<file path="src/rtl/aspm_pkg.sv">
package aspm_pkg;

    parameter int unsigned SAMPLE_W      = 16;
    parameter int unsigned MCLK_PER_BCLK = 8;

    typedef enum logic {
        SLOT_LEFT  = 1'b0,
        SLOT_RIGHT = 1'b1
    } slot_e;

    typedef struct packed {
        logic rise;       // bit clock about to rise: capture point
        logic fall;       // bit clock about to fall: launch point
        logic frame_end;  // last fall of the frame
    } bit_tick_t;

    function automatic int unsigned frame_bits(input int unsigned w);
        return 2 * w;
    endfunction

endpackage

</file>
<file path="src/rtl/aspm_clkgen.sv">
module aspm_clkgen
    import aspm_pkg::*;
#(
    parameter int unsigned DIV        = 8,   // even, power of two
    parameter int unsigned FRAME_BITS = 32   // power of two
) (
    input  logic      clk,
    input  logic      rst,
    output logic      bclk,
    output slot_e     slot,
    output bit_tick_t tick
);

    localparam int unsigned DW   = (DIV > 2) ? $clog2(DIV) : 1;
    localparam int unsigned HALF = DIV / 2;
    localparam int unsigned BW   = $clog2(FRAME_BITS);

    logic [DW-1:0] div_q;
    logic [DW-1:0] div_d;
    logic [BW-1:0] bit_q;

    always_comb begin
        div_d          = (div_q == DW'(DIV - 1)) ? '0 : div_q + 1'b1;
        tick.rise      = (div_q == DW'(HALF - 1));
        tick.fall      = (div_q == DW'(DIV - 1));
        tick.frame_end = tick.fall && (bit_q == BW'(FRAME_BITS - 1));
    end

    always_ff @(posedge clk) begin
        if (rst) begin
            div_q <= '0;
            bit_q <= '0;
            bclk  <= 1'b0;
        end else begin
            div_q <= div_d;
            bclk  <= (div_d >= DW'(HALF));
            if (tick.fall) begin
                bit_q <= tick.frame_end ? '0 : bit_q + 1'b1;
            end
        end
    end

    assign slot = slot_e'(bit_q[BW-1]);

    // bit clock toggles only at the half-period boundaries
    a_r1_bclk_boundary: assert property (@(posedge clk) disable iff (rst)
        !$stable(bclk) |-> (div_q == '0 || div_q == DW'(HALF)));

    // slot changes only with a falling bit clock
    a_r2_slot_on_fall: assert property (@(posedge clk) disable iff (rst)
        !$stable(slot) |-> $fell(bclk));

endmodule

</file>
<file path="src/rtl/aspm_tx.sv">
module aspm_tx
    import aspm_pkg::*;
#(
    parameter int unsigned W = 16
) (
    input  logic         clk,
    input  logic         rst,
    input  bit_tick_t    tick,
    input  logic         bclk,
    input  logic [W-1:0] left,
    input  logic [W-1:0] right,
    output logic         so
);

    localparam int unsigned FW = frame_bits(W);

    logic [FW-1:0] sh_q;

    always_ff @(posedge clk) begin
        if (rst) begin
            sh_q <= '0;
        end else if (tick.frame_end) begin
            sh_q <= {left, right};
        end else if (tick.fall) begin
            sh_q <= {sh_q[FW-2:0], 1'b0};
        end
    end

    assign so = sh_q[FW-1];

    // serial output only moves with a falling bit clock
    a_r3_so_on_fall: assert property (@(posedge clk) disable iff (rst)
        !$stable(so) |-> $fell(bclk));

endmodule

</file>
<file path="src/rtl/aspm_rx.sv">
module aspm_rx
    import aspm_pkg::*;
#(
    parameter int unsigned W = 16
) (
    input  logic         clk,
    input  logic         rst,
    input  bit_tick_t    tick,
    input  logic         si,
    output logic [W-1:0] left,
    output logic [W-1:0] right,
    output logic         stb
);

    localparam int unsigned FW = frame_bits(W);

    logic [FW-1:0] sh_q;

    always_ff @(posedge clk) begin
        if (rst) begin
            sh_q  <= '0;
            left  <= '0;
            right <= '0;
            stb   <= 1'b0;
        end else begin
            stb <= tick.frame_end;
            if (tick.rise) begin
                sh_q <= {sh_q[FW-2:0], si};
            end
            if (tick.frame_end) begin
                left  <= sh_q[FW-1:W];
                right <= sh_q[W-1:0];
            end
        end
    end

    // strobe lasts a single cycle
    a_r5_stb_single: assert property (@(posedge clk) disable iff (rst)
        stb |=> !stb);

    // received pair holds between strobes
    a_r5_rx_hold: assert property (@(posedge clk) disable iff (rst)
        !stb |-> ($stable(left) && $stable(right)));

endmodule

</file>
<file path="src/rtl/audio_serial_master.sv">
module audio_serial_master
    import aspm_pkg::*;
#(
    parameter int unsigned SLOT_W = aspm_pkg::SAMPLE_W,
    parameter int unsigned DIV    = aspm_pkg::MCLK_PER_BCLK
) (
    input  logic              clk,
    input  logic              rst,
    input  logic [SLOT_W-1:0] tx_left,
    input  logic [SLOT_W-1:0] tx_right,
    input  logic              si,
    output logic              bclk,
    output logic              lrclk,
    output logic              so,
    output logic              frame_stb,
    output logic [SLOT_W-1:0] rx_left,
    output logic [SLOT_W-1:0] rx_right
);

    localparam int unsigned FRAME_BITS = frame_bits(SLOT_W);

    bit_tick_t tick;
    slot_e     slot;

    aspm_clkgen #(.DIV(DIV), .FRAME_BITS(FRAME_BITS)) u_clkgen (
        .clk  (clk),
        .rst  (rst),
        .bclk (bclk),
        .slot (slot),
        .tick (tick)
    );

    aspm_tx #(.W(SLOT_W)) u_tx (
        .clk   (clk),
        .rst   (rst),
        .tick  (tick),
        .bclk  (bclk),
        .left  (tx_left),
        .right (tx_right),
        .so    (so)
    );

    aspm_rx #(.W(SLOT_W)) u_rx (
        .clk   (clk),
        .rst   (rst),
        .tick  (tick),
        .si    (si),
        .left  (rx_left),
        .right (rx_right),
        .stb   (frame_stb)
    );

    assign lrclk = (slot == SLOT_RIGHT);

    // strobe marks the start of a left slot, right after the right slot
    a_r5_stb_frame_start: assert property (@(posedge clk) disable iff (rst)
        frame_stb |-> (!lrclk && !bclk && $past(lrclk)));

    // reset leaves the link quiet
    a_r7_reset_quiet: assert property (@(posedge clk)
        rst |=> (!bclk && !lrclk && !so && !frame_stb
                 && rx_left == '0 && rx_right == '0));

endmodule

</file>
<file path="config.mk">
export PLATFORM = sky130hd
export DESIGN_NAME = audio_serial_master
export DESIGN_NICKNAME = d
export VERILOG_FILES = /design/src/rtl/aspm_pkg.sv /design/src/rtl/aspm_clkgen.sv /design/src/rtl/aspm_tx.sv /design/src/rtl/aspm_rx.sv /design/src/rtl/audio_serial_master.sv
export SDC_FILE = /design/constraint.sdc
export NUM_CORES = 1
export LEC_CHECK = 0
export ABC_AREA = 1
export BUFFER_PORTS_ARGS = -buffer_cell sky130_fd_sc_hd__buf_2
export CORE_AREA = 3 3 91 93
export DETAILED_ROUTE_END_ITERATION = 7
export DIE_AREA = 0 0 94 96
export PLACE_DENSITY = 0.77
export SLEW_MARGIN = 20
export SYNTH_ARGS = -nofsm -noshare
export SYNTH_HDL_FRONTEND = slang
export SYNTH_SLANG_ARGS = --single-unit
</file>
<file path="constraint.sdc">
create_clock -name clk -period 2.1 [get_ports clk]
set_input_delay 0.42 -clock clk [delete_from_list [all_inputs] [get_ports clk]]
set_output_delay 0.42 -clock clk [all_outputs]
set_load 0.01 [all_outputs]
</file>
### Word-level counts from Yosys, hierarchy flattened

Index checks and enable logic that the tools add are counted.

| storage, ports and cells | value |
|---|---|
| input bits | 35 |
| logic and storage cells | 20 |
| output and inout bits | 36 |
| flip-flop bits (word level) | 106 |

| operators by class | value |
|---|---|
| add/sub/neg operators | 2 |
| $lt $le $gt $ge | 1 |
| reduce and logical (&&, ||, !) cells | 2 |
| eq/ne operators | 3 |
| mux-type cells | 4 |

Operators by type and width:

| operator | number |
|---|---|
| $mux 32 | 2 |
| $add 5x1->5 const B | 1 |
| $eq 5x5->1 const B | 1 |
| $mux 5 | 1 |
| $add 3x1->3 const B | 1 |
| $eq 3x2->1 const B | 1 |
| $eq 3x3->1 const B | 1 |
| $ge 3x3->1 const B | 1 |
| $mux 3 | 1 |
| $reduce_bool 2->1 | 1 |
| $logic_and 1x1->1 | 1 |

### Longest topological paths before layout

Gate-level depths: netlist (run 1).

| logic depth | value |
|---|---|
| depth after elaboration | 3 |
| gate-level depth with buffers | 10 |
| mapped depth without buffers | 9 |

### Cells and area by module

Synthesis (run 1) repeated with hierarchy kept, for this count alone.

| unflattened totals | value |
|---|---|
| cells, all modules | 665 |
| area total of the unflattened synthesis | 4518.1 um^2 |

By module, submodules not included:

| module | area an instance (um^2) | instances | sequential area each (um^2) | cells an instance |
|---|---|---|---|---|
| aspm_rx | 2561.2 | 1 | 1301.2 | 377 |
| aspm_tx | 1566.5 | 1 | 640.6 | 242 |
| aspm_clkgen | 390.4 | 1 | 160.2 | 46 |

### Worst setup path after synthesis (run 1)

No wires, ideal clock.

| timing | value |
|---|---|
| path type | register to register |
| from | register u_clkgen.bit_q[0] |
| to | register u_clkgen.bit_q[3] |
| arrival | 1.517 ns |
| library setup time | 0.064 ns |
| slack | 0.519 ns |
| data required time | 2.036 ns |
| path buffers | 1 |
| period minus slack after synthesis | 1.581 ns |
| cell stages (with the launch flop) | 10 |
| cells stage by stage | dfxtp_1 -> ha_1 -> and3_1 -> ha_1 -> nand2_2 -> inv_4 -> nor2_4 -> buf_2 -> nand2_1 -> nor2_1 |

| on the way | value |
|---|---|
| cells in the longest elaborated chain, start to end | 3 |
| elaborated cells on any way between the ends | 4 |
| classes of those cells | add/sub (1); eq/ne (1); mux (1); reduce/logical (1) |

RTL lines:

| element | RTL line | source |
|---|---|---|
| start: declaration | aspm_clkgen.sv:20 | `logic [BW-1:0] bit_q;` |
| start signal: assignment | aspm_clkgen.sv:38 | `bit_q <= tick.frame_end ? '0 : bit_q + 1'b1;` |
| parallel branches: the longest is 2 deep, another holds $add 5x1->5 | - |  |
| $mux 5 (*) | aspm_clkgen.sv:38 |  |

Every way passes the cells marked *.
A chain may end at the register's enable or synchronous reset.

### Final worst setup path (run 1)

| timing | value |
|---|---|
| from | register u_clkgen.bit_q[1] |
| to | register u_tx.sh_q[1] |

| on the way | value |
|---|---|
| cells in the longest elaborated chain, start to end | 3 |
| elaborated cells on any way between the ends | 4 |
| classes of those cells | eq/ne (1); mux (1); reduce/logical (2) |

RTL lines:

| element | RTL line | source |
|---|---|---|
| $eq 5x5->1 (*) | aspm_clkgen.sv:26 | `tick.frame_end = tick.fall && (bit_q == BW'(FRAME_BITS - 1));` |
| $logic_and 1x1->1 (*) | aspm_clkgen.sv:26 |  |
| $mux 32 or $reduce_bool 2->1 (tied branches) | - |  |
| end signal: assignment | aspm_tx.sv:23 | `sh_q <= {left, right};` |
| end signal: assignment | aspm_tx.sv:25 | `sh_q <= {sh_q[FW-2:0], 1'b0};` |
| end: declaration | aspm_tx.sv:17 | `logic [FW-1:0] sh_q;` |

Every way passes the cells marked *; elsewhere a longest branch is shown, timed or not.

==> flow_summary.yaml, run 1 <==
detailed_routing:
  first_iter_violations: 171
  dr.pass1.iters: 4
  totalWireLength_um: 8140
  post_drt_wl_per_cell_um: 11.4
  route.vias.total: 3414
  vias_per_cell: 4.78
  drc_errors: 0
  ant_nets: 0
clock_tree:
  cts.clk_slew.worst_paths_ns: 0.10
  clk_latency_ns: 0.36
  ctsResizeCount: 0
  cts_tree: "done"
  cts_setup_buffers: 0
  cts_hold_buffers: 0
  clockBufferDepth: 2
  htree_levels: 3
  cts-root-buf: "clkbuf_8"
  cts_buffers: 9
  cts.sinks: 105
logic_synthesis:
  ys_seq_area_share_pct: 51.2
  synth.distinct_cells: 24
  synthFlopType: "dfxtp_1"
  synth_edf_count: 0
  syn_inst: 546
  synth_top_area_cell: "dfxtp_1"
  ys_top_cells_by_count: "123 x nand2_1, 105 x dfxtp_1, 72 x inv_1"
  ys_warn_count: 0
  synth_area_leaders: "dfxtp_1 51%, nand2_1 11%, inv_1 6.6%"
  async_reset_ff_share_pct: 0
  syn-num-nets: 586
  syn_area_sq_um: 4110
  yosys_register_bits: 105
  syn_avg_cell_area_sq_um: 7.52
  synth.top_cell.area_share_pct: 51.2
  yosysMostFrequentCell: "nand2_1"
hold_path:
  holdPathEnd: "u_rx.sh_q[0]"
  holdCritStartpoint: "si"
  hold_path.class: "input port to flop"
  hold_depth: 3
setup_path:
  crit_family: "simple AND/OR/NAND/NOR gates"
  crit_type: "flop to flop"
  crit_arrival_ns: 2.05
  cp_cell_sequence: "ha_1 -> and3_1 -> ha_1 -> nand2_2 -> buf_4 -> or2_2 -> nand3_1 -> inv_1"
  cp_slowest_stage_delay_ns: 0.37
  r2r_slack_ns: 0.31
  cpMaxStageDelayCell: "dfxtp_1"
  r2r-end: "u_tx.sh_q[1]"
  startpoint: "u_clkgen.bit_q[1]"
  path_common_cell: "ha_1"
  r2r_start: "u_clkgen.bit_q[1]"
  cp_data_required_time_ns: 2.36
  reg2regPathDepth: 8
  endpoint_kind: "flop"
  cp-start-kind: "flop"
  crit_fanout: 31
  crit_buf_inv: 2
die:
  io_pins: 71
  core_area_sq_um: 7610
  num_rows: 32
  initial_utilization_pct: 54.0
  die-area_sq_um: 9020
  die_x_um: 94
  die_y_um: 96
global_route:
  antenna_found_initial: 0
  gr-max-usage-layer: "met2"
  grtUsageMet1_pct: 22.4
  grt_max_degree: 38
  met3_usage_pct: 3.91
  grt_pass1_wl_um: 13600
  first_global_vias: 3178
  gr-total-overflow: 0
  track_usage_pct: 18.8
  grt_util_met2_pct: 32.7
placed_design:
  gp_congestion: 0.756
  dpl.cell_count: 698
  io_buffers: 70
  dpl.hpwl_um: 5490
power_and_ir_drop:
  p_per_area_nw_per_um2: 720
  total_power_mw: 3.38
  power.leakage_nw: 2.33
  peakVddDrop_v: 0.000540
sta:
  layout_min_cycle_time_ns: 1.79
  rsz0062_at_grt: "false"
  fmax_mhz: 557
  finalSetupTns_ns: 0
  finClkSkew_ns: 0.0156
  setup_viol: 0
  hold_viol_final: 0
  drv_slew: 0
  fin_crit_sh_pct: 85.4
  max-slew-margin-rel_pct: 77.8
  worstMarginPinSlew_ns: 0.332
finish:
  syn_to_final_growth_pct: 14.5
  n_antenna_cell: 0
  drive_gt1_share_pct: 16.5
  layout.cells.non_filler: 714
  num-nets-final: 647
  nFillCells: 699
outcome:
  outcome: "completed"
flow_run:
  cap_violations: 0
-- routing by layer --
| layer | part of all wire (%) | vias to the layer above |
|---|---|---|
| li1 | - | 1790 |
| met1 | 48 | 1552 |
| met2 | 46 | 63 |
| met3 | 4.8 | 9 |
| met4 | 1.4 | 0 |
| met5 | 0 | - |
-- area by class of cell --
type                            count  area, sq um  share of cell area, %
Timing Repair Buffer               78          435                   9.26
Sequential cell                   105         2100                   44.7
Inverter                           76          290                   6.17
Clock inverter                      5         45.0                  0.958
Clock buffer                       11          141                   3.01
Tap cell                          102          128                   2.71
Multi-Input combinational cell    337         1560                   33.2
-- report_power, final --
group | leakage [nW] | switching, mW | internal [mW] | total, mW
registers | 0.848 | 0.0262 | 2.04 | 2.06
clock network | 0.0925 | 0.676 | 0.484 | 1.16
logic | 1.39 | 0.0992 | 0.0632 | 0.162
total | 2.33 | 0.801 | 2.58 | 3.38
-- flip-flops by register name, summed over array words and instances (netlist names) --
signal / cells
u_rx.sh_q: 32
u_tx.sh_q: 32
u_rx.left: 16
u_rx.right: 16
u_clkgen.bit_q: 5
u_clkgen.div_q: 3
u_rx.stb: 1
-- cells by family after synthesis --
kind of cell,count (synthesis),synth area share (%)
simple gates,252,26.7
compound gates,80,9.78
buf+inv,104,10.8
flops,105,51.2
fa+ha+maj,5,1.52
-- placed cells by master (no fill, tap or decap), drive strengths merged --
cell | Yosys | final
buf | 19 | 78
nor2 | 59 | 59
clkbuf | 9 | 11
o22ai | 1 | 1
or2 | 31 | 31
o21ai | 39 | 39
nand3 | 36 | 36
clkinvlp | 0 | 1
nand2 | 125 | 125
inv | 75 | 78
and3 | 1 | 1
clkinv | 1 | 2
dfxtp | 105 | 105
ha | 5 | 5
a21oi | 40 | 40
-- worst max path at each step --
stage               slack [ns]                end  cells after the start
detailed placement        0.32       u_tx.sh_q[1]                      8
global placement          0.38       u_tx.sh_q[1]                      8
CTS                       0.30       u_tx.sh_q[1]                      8
finish                    0.31       u_tx.sh_q[1]                      8
global route              0.15       u_tx.sh_q[1]                      8
floorplan                 0.52  u_clkgen.bit_q[3]                      9
-- worst register-to-register path, cell delays in order, from the launching register on --
cell and delay, ns:
dfxtp_1 0.37, ha_1 0.19, and3_1 0.16, ha_1 0.22, nand2_2 0.10, buf_4 0.24
or2_2 0.30, nand3_1 0.08, inv_1 0.04
-- through the flow --
| stage | util [%] | hold WS, ns | setup slack [ns] | area, sq um |
|---|---|---|---|---|
| after floorplan | - | 0.397 | 0.519 | 4110 |
| after global routing | 61.8 | 0.300 | 0.149 | 4700 |
| after CTS | 61.8 | 0.292 | 0.301 | 4700 |
| final | 61.8 | 0.310 | 0.306 | 4700 |
| after detailed placement | 59.4 | 0.427 | 0.321 | 4520 |
| after global placement | 59.4 | 0.408 | 0.381 | 4520 |
Note: power is estimated with default switching activity, not from simulation.
==> run 2: changes to the inputs <==
--- a/config.mk
+++ b/config.mk
@@ -5,12 +5,13 @@
 export SDC_FILE = /design/constraint.sdc
 export NUM_CORES = 1
 export LEC_CHECK = 0
-export ABC_AREA = 1
+export ABC_AREA = 0
 export BUFFER_PORTS_ARGS = -buffer_cell sky130_fd_sc_hd__buf_2
-export CORE_AREA = 3 3 91 93
+export CORE_AREA = 3 3 90 92
 export DETAILED_ROUTE_END_ITERATION = 7
-export DIE_AREA = 0 0 94 96
+export DIE_AREA = 0 0 93 95
 export PLACE_DENSITY = 0.77
+export SETUP_SLACK_MARGIN = 0.02
 export SLEW_MARGIN = 20
 export SYNTH_ARGS = -nofsm -noshare
 export SYNTH_HDL_FRONTEND = slang
==> run 2 against run 1 <==
Net effect: global-route usage fell by 1.2 points; clock skew fell by 0.0041 ns; sequential share of layout area increased by 0.52 points; non-clock buffer count is 1 higher; first-iteration DRC count is 57% lower; synthesized cell count shrank 22%; power up 1.6%; synthesized area decreased by 2.0%; core utilization grew 1.9 points; count of clock-buffer cells in the layout is 1 lower; clock power rose by 12%.
==> flow_summary.yaml, run 2 <==
finish:
  drive_gt1_share_pct: 20.2
  largestRegisters: "u_rx.sh_q: 32 flops, u_tx.sh_q: 32 flops"
  n_antenna_cell: 0
  layout.cells.non_filler: 584
  syn_to_final_growth_pct: 15.5
  final_cell_mix: "105 x dfxtp_1, 69 x buf_2, 68 x nor2_1"
  nFillCells: 647
  num-nets-final: 520
  final_common_cell: "dfxtp_1"
  post-route-util_pct: 63.7
outcome:
  outcome: "completed"
sta:
  fmax_mhz: 569
  rsz0062_at_grt: "false"
  layout_min_cycle_time_ns: 1.76
  hold_viol_final: 0
  drv_slew: 0
  finClkSkew_ns: 0.0116
  setup_viol: 0
  worstMarginPinSlew_ns: 0.520
  finalSetupTns_ns: 0
  max-slew-margin-rel_pct: 65.4
  fin_crit_sh_pct: 83.6
logic_synthesis:
  synth.top_cell.area_share_pct: 52.2
  synth_top_area_cell: "dfxtp_1"
  ys_warn_count: 0
  synth_area_leaders: "dfxtp_1 52%, mux2i_1 16%, nor2_1 6.3%"
  async_reset_ff_share_pct: 0
  syn_inst: 425
  yosysMostFrequentCell: "dfxtp_1"
  ys_seq_area_share_pct: 52.2
  syn_area_sq_um: 4030
  ys_top_cells_by_count: "105 x dfxtp_1, 68 x nor2_1, 65 x nand2_1"
  syn_avg_cell_area_sq_um: 9.47
  yosys_register_bits: 105
  synth_edf_count: 0
  syn-num-nets: 465
  synth.distinct_cells: 25
  synthFlopType: "dfxtp_1"
die:
  core_area_sq_um: 7290
  initial_utilization_pct: 55.2
  io_pins: 71
  die-area_sq_um: 8840
  die_x_um: 93
  die_y_um: 95
  num_rows: 31
clock_tree:
  ctsResizeCount: 0
  cts-root-buf: "clkbuf_8"
  cts_setup_buffers: 0
  clk_latency_ns: 0.36
  cts_hold_buffers: 0
  cts.sinks: 105
  htree_levels: 3
  clockBufferDepth: 2
  cts_tree: "done"
  cts.clk_slew.worst_paths_ns: 0.10
  cts_buffers: 9
global_route:
  track_usage_pct: 17.5
  gr-total-overflow: 0
  grt_pass1_wl_um: 12500
  first_global_vias: 2788
  grt_max_degree: 53
  antenna_found_initial: 0
placed_design:
  dpl.hpwl_um: 4740
  dpl.cell_count: 568
  io_buffers: 70
  gp_congestion: 0.721
power_and_ir_drop:
  p_per_area_nw_per_um2: 740
  peakVddDrop_v: 0.000384
  power.leakage_nw: 1.64
setup_path:
  crit_type: "flop to flop"
  cp-start-kind: "flop"
  cp_slowest_stage_delay_ns: 0.38
  crit_arrival_ns: 2.03
  endpoint_kind: "flop"
  cpMaxStageDelayCell: "dfxtp_1"
  crit_fanout: 32
  cp_cell_sequence: "ha_1 -> and3_1 -> ha_2 -> buf_12 -> mux2i_1 -> a211oi_1"
  cp_data_required_time_ns: 2.37
detailed_routing:
  totalWireLength_um: 7490
  dr.pass1.iters: 6
  wl_met2_um: 3550
  first_iter_violations: 73
  ant_nets: 0
  route.vias.total: 2962
  vias_per_cell: 5.07
  drc_errors: 0
  post_drt_wl_per_cell_um: 12.8
  routed.top_layer: "met4"
  wl_met3_um: 247
  wl_met1_um: 3560
hold_path:
  hold_path.class: "input port to flop"
flow_run:
  cap_violations: 0
## run 2: changes by cell type after synthesis, sizes merged, moves of 2 or more
| cell | previous run | this run |
|---|---|---|
| nor3 | 0 | 2 |
| nand2 | 125 | 65 |
| a211oi | 0 | 31 |
| clkbuf | 9 | 15 |
| a21oi | 40 | 36 |
| nand2b | 0 | 3 |
| or2 | 31 | 0 |
| nand3 | 36 | 1 |
| nand3b | 0 | 2 |
| o21ai | 39 | 1 |
| nor2 | 59 | 68 |
| mux2i | 0 | 64 |
| inv | 75 | 1 |
## run 2: power breakdown
group / total [mW] / leakage, nW / switching, mW / internal [mW]
sequential: 2.01 / 0.846 / 0.00606 / 2.00
combinational: 0.128 / 0.690 / 0.0691 / 0.0589
clock: 1.30 / 0.109 / 0.703 / 0.601
total: 3.44 / 1.64 / 0.779 / 2.66
## run 2: final timing paths
check,slack (ns),to,depth (start not counted),from
worst max-delay path,0.34,u_tx.sh_q[21],6,u_clkgen.bit_q[0]
worst min-delay path,0.31,u_rx.sh_q[0],3,si
worst max register to register,0.34,u_tx.sh_q[21],6,u_clkgen.bit_q[0]
worst min register to register,0.43,u_clkgen.div_q[0],1,u_clkgen.div_q[0]
## run 2: routing by layer
layer  up-vias  GRT usage (%)
li1       1550              -
met1      1352           21.9
met2        48           29.7
met3        12           3.03
met4         0           8.06
met5         -              0
## run 2: kinds of logic after synthesis
group                      share of synthesized area [%]
and+or+nand+nor                                     14.5
DFF                                                 52.2
AOI/OAI and AO/OA                                   10.4
muxes                                               15.9
buffers and inverters                               5.19
adders and majority gates                           1.55
xor gates and xnor gates                           0.218
## run 2: final cells by class
class	instances	area, sq um	share of cell area (%)
sequential	105	2100	45.2
multi-input combinational	284	1720	37.0
timing repair buffer	79	483	10.4
clock buffer	10	138	2.96
tap	99	124	2.66
clock inverter	6	76.3	1.64
inverter	1	3.75	0.0808
## run 2: worst max-delay path: cells and delay by family (launching register included)
kind,cells,cell delay [ns]
DFF,1,0.38
buffers and inverters,1,0.25
adders and majority gates,2,0.45
and+or+nand+nor,1,0.17
AOI/OAI and AO/OA,1,0.27
muxes,1,0.11
## run 2: metrics by stage
step / power (mW) / setup WS [ns] / hold WS, ns / instance area (sq um)
detailed placement: 2.18 / 0.375 / 0.427 / 4430
CTS: 3.48 / 0.333 / 0.290 / 4650
global route: 3.56 / 0.189 / 0.304 / 4650
finish: 3.44 / 0.344 / 0.312 / 4650
global placement: 2.18 / 0.473 / 0.415 / 4430
floorplan: 2.13 / 0.521 / 0.404 / 4030
==> run 3: changes to the inputs <==
--- a/config.mk
+++ b/config.mk
@@ -5,11 +5,11 @@
 export SDC_FILE = /design/constraint.sdc
 export NUM_CORES = 1
 export LEC_CHECK = 0
-export ABC_AREA = 0
+export ABC_AREA = 1
 export BUFFER_PORTS_ARGS = -buffer_cell sky130_fd_sc_hd__buf_2
-export CORE_AREA = 3 3 90 92
+export CORE_AREA = 3 3 91 93
 export DETAILED_ROUTE_END_ITERATION = 7
-export DIE_AREA = 0 0 93 95
+export DIE_AREA = 0 0 94 96
 export PLACE_DENSITY = 0.77
 export SETUP_SLACK_MARGIN = 0.02
 export SLEW_MARGIN = 20
==> constraint.sdc (replaced) <==
create_clock -name clk -period 1.8 [get_ports clk]
set_input_delay 0.36 -clock clk [delete_from_list [all_inputs] [get_ports clk]]
set_output_delay 0.36 -clock clk [all_outputs]
set_load 0.01 [all_outputs]
==> run 3 against run 2 <==
Net effect: count of clock-buffer cells in the layout stayed put; global-route usage grew 1.5 points; register-to-register slack lost 0.19 ns; critical endpoint is now u_tx.sh_q[16]; sequential cell count unchanged; largest cell class unchanged; sequential share of layout area shrank 0.90 points; non-clock buffer count grew 5; worst hold slack worse by 0.085 ns; clock power rose by 5%; power is 15% higher; final cell count rose by 23%; die area grew 2.1%.
==> flow_summary.yaml, run 3 (synthesized netlist as in run 1, its figures left out) <==
setup_path:
  crit_type: "flop to flop"
  crit_buf_inv: 2
  cp_slowest_stage_delay_ns: 0.37
  endpoint_kind: "flop"
  crit_family: "simple AND/OR/NAND/NOR gates"
  r2r-end: "u_tx.sh_q[16]"
  cpMaxStageDelayCell: "dfxtp_1"
  cp_cell_sequence: "ha_1 -> and3_1 -> ha_2 -> nand2_2 -> buf_6 -> or2_1 -> nand3_1 -> inv_1"
  r2r_start: "u_clkgen.bit_q[1]"
  cp.depth: 8
  r2r_slack_ns: 0.15
  crit_arrival_ns: 1.90
  crit_fanout: 20
  reg2regPathDepth: 8
  cp-start-kind: "flop"
  cp_data_required_time_ns: 2.05
detailed_routing:
  drc_errors: 0
  first_iter_violations: 130
  route.vias.total: 3398
  vias_per_cell: 4.72
  ant_nets: 0
  post_drt_wl_per_cell_um: 11.2
  totalWireLength_um: 8040
  dr.pass1.iters: 5
global_route:
  grt_pass1_wl_um: 13900
  grt_max_degree: 38
  antenna_found_initial: 0
  gr-total-overflow: 0
  track_usage_pct: 19.0
  first_global_vias: 3248
placed_design:
  gp_congestion: 0.737
  dpl.hpwl_um: 5500
  pre_cts_slack_ns: 0.100
  placed_cell_area_sq_um: 4550
  io_buffers: 70
finish:
  design_area_sq_um: 4750
  largestRegisters: "u_rx.sh_q: 32 flops, u_tx.sh_q: 32 flops"
  syn_to_final_growth_pct: 15.5
  final_cell_mix: "123 x nand2_1, 104 x dfxtp_1, 72 x inv_1"
  n_antenna_cell: 0
  final_common_cell: "nand2_1"
  num-nets-final: 653
  drive_gt1_share_pct: 17.8
sta:
  setup_slack_ns: 0.150
  setup_viol: 0
  max-slew-margin-rel_pct: 79.0
  rsz0062_at_grt: "false"
  fin_crit_sh_pct: 91.7
  worstMarginPinSlew_ns: 0.315
  finalSetupTns_ns: 0
  layout_min_cycle_time_ns: 1.65
  fmax_mhz: 606
  hold_viol_final: 0
  drv_slew: 0
  finClkSkew_ns: 0.0127
die:
  initial_utilization_pct: 54.0
  io_pins: 71
  die_y_um: 96
  num_rows: 32
  die-area_sq_um: 9020
  core_area_sq_um: 7610
  die_x_um: 94
clock_tree:
  cts_setup_buffers: 0
  cts.sinks: 105
  cts.clk_slew.worst_paths_ns: 0.09
  clk_latency_ns: 0.36
  cts-root-buf: "clkbuf_8"
  cts_buffers: 9
  htree_levels: 3
  clockBufferDepth: 2
  cts_tree: "done"
  cts_hold_buffers: 0
  ctsResizeCount: 0
power_and_ir_drop:
  total_power_mw: 3.96
  power.leakage_nw: 2.35
  peakVddDrop_v: 0.000392
  p_per_area_nw_per_um2: 834
outcome:
  outcome: "completed"
hold_path:
  holdPathEnd: "u_clkgen.div_q[2]"
  hold_depth: 2
  holdCritStartpoint: "rst"
  hold_path.class: "input port to flop"
flow_run:
  cap_violations: 0
## run 3: routing by layer
| metal | GRT usage, % | share of wire (%) | vias to the layer above |
|---|---|---|---|
| met1 | 24.2 | 48 | 1520 |
| met3 | 4.07 | 5.0 | 9 |
| met2 | 31.4 | 46 | 66 |
| met5 | 0 | 0 | - |
| li1 | - | - | 1803 |
| met4 | 7.94 | 1.3 | 0 |
## run 3: area by class of cell
cell class	count	area, sq um
inverter	76	293
tap	102	128
clock buffer	10	138
clock inverter	6	50.0
sequential	105	2100
timing repair buffer	84	472
fill	691	2860
multi-input combinational	337	1560
## run 3: report_power, final
part	internal [mW]	switching, mW
sequential	2.37	0.0309
combinational	0.0768	0.114
clock	0.556	0.806
## run 3: worst max path at each step
stage | startpoint | to | slack [ns]
2_1_floorplan | u_clkgen.bit_q[0] | u_clkgen.bit_q[3] | 0.22
3_3_place_gp | u_clkgen.bit_q[0] | u_tx.sh_q[12] | 0.17
3_5_place_dp | u_clkgen.bit_q[0] | u_tx.sh_q[16] | 0.1
4_1_cts | u_clkgen.bit_q[0] | u_tx.sh_q[16] | 0.08
5_1_grt | u_clkgen.bit_q[1] | u_tx.sh_q[13] | 0.03
6_report | u_clkgen.bit_q[1] | u_tx.sh_q[16] | 0.15
## run 3: per-stage QoR
stage	cells	hold WS [ns]	util, %
after floorplan	546	0.397	-
after global placement	704	0.411	59.8
after detailed placement	704	0.416	59.8
after CTS	720	0.206	62.3
after global routing	720	0.212	62.4
final	720	0.227	62.4
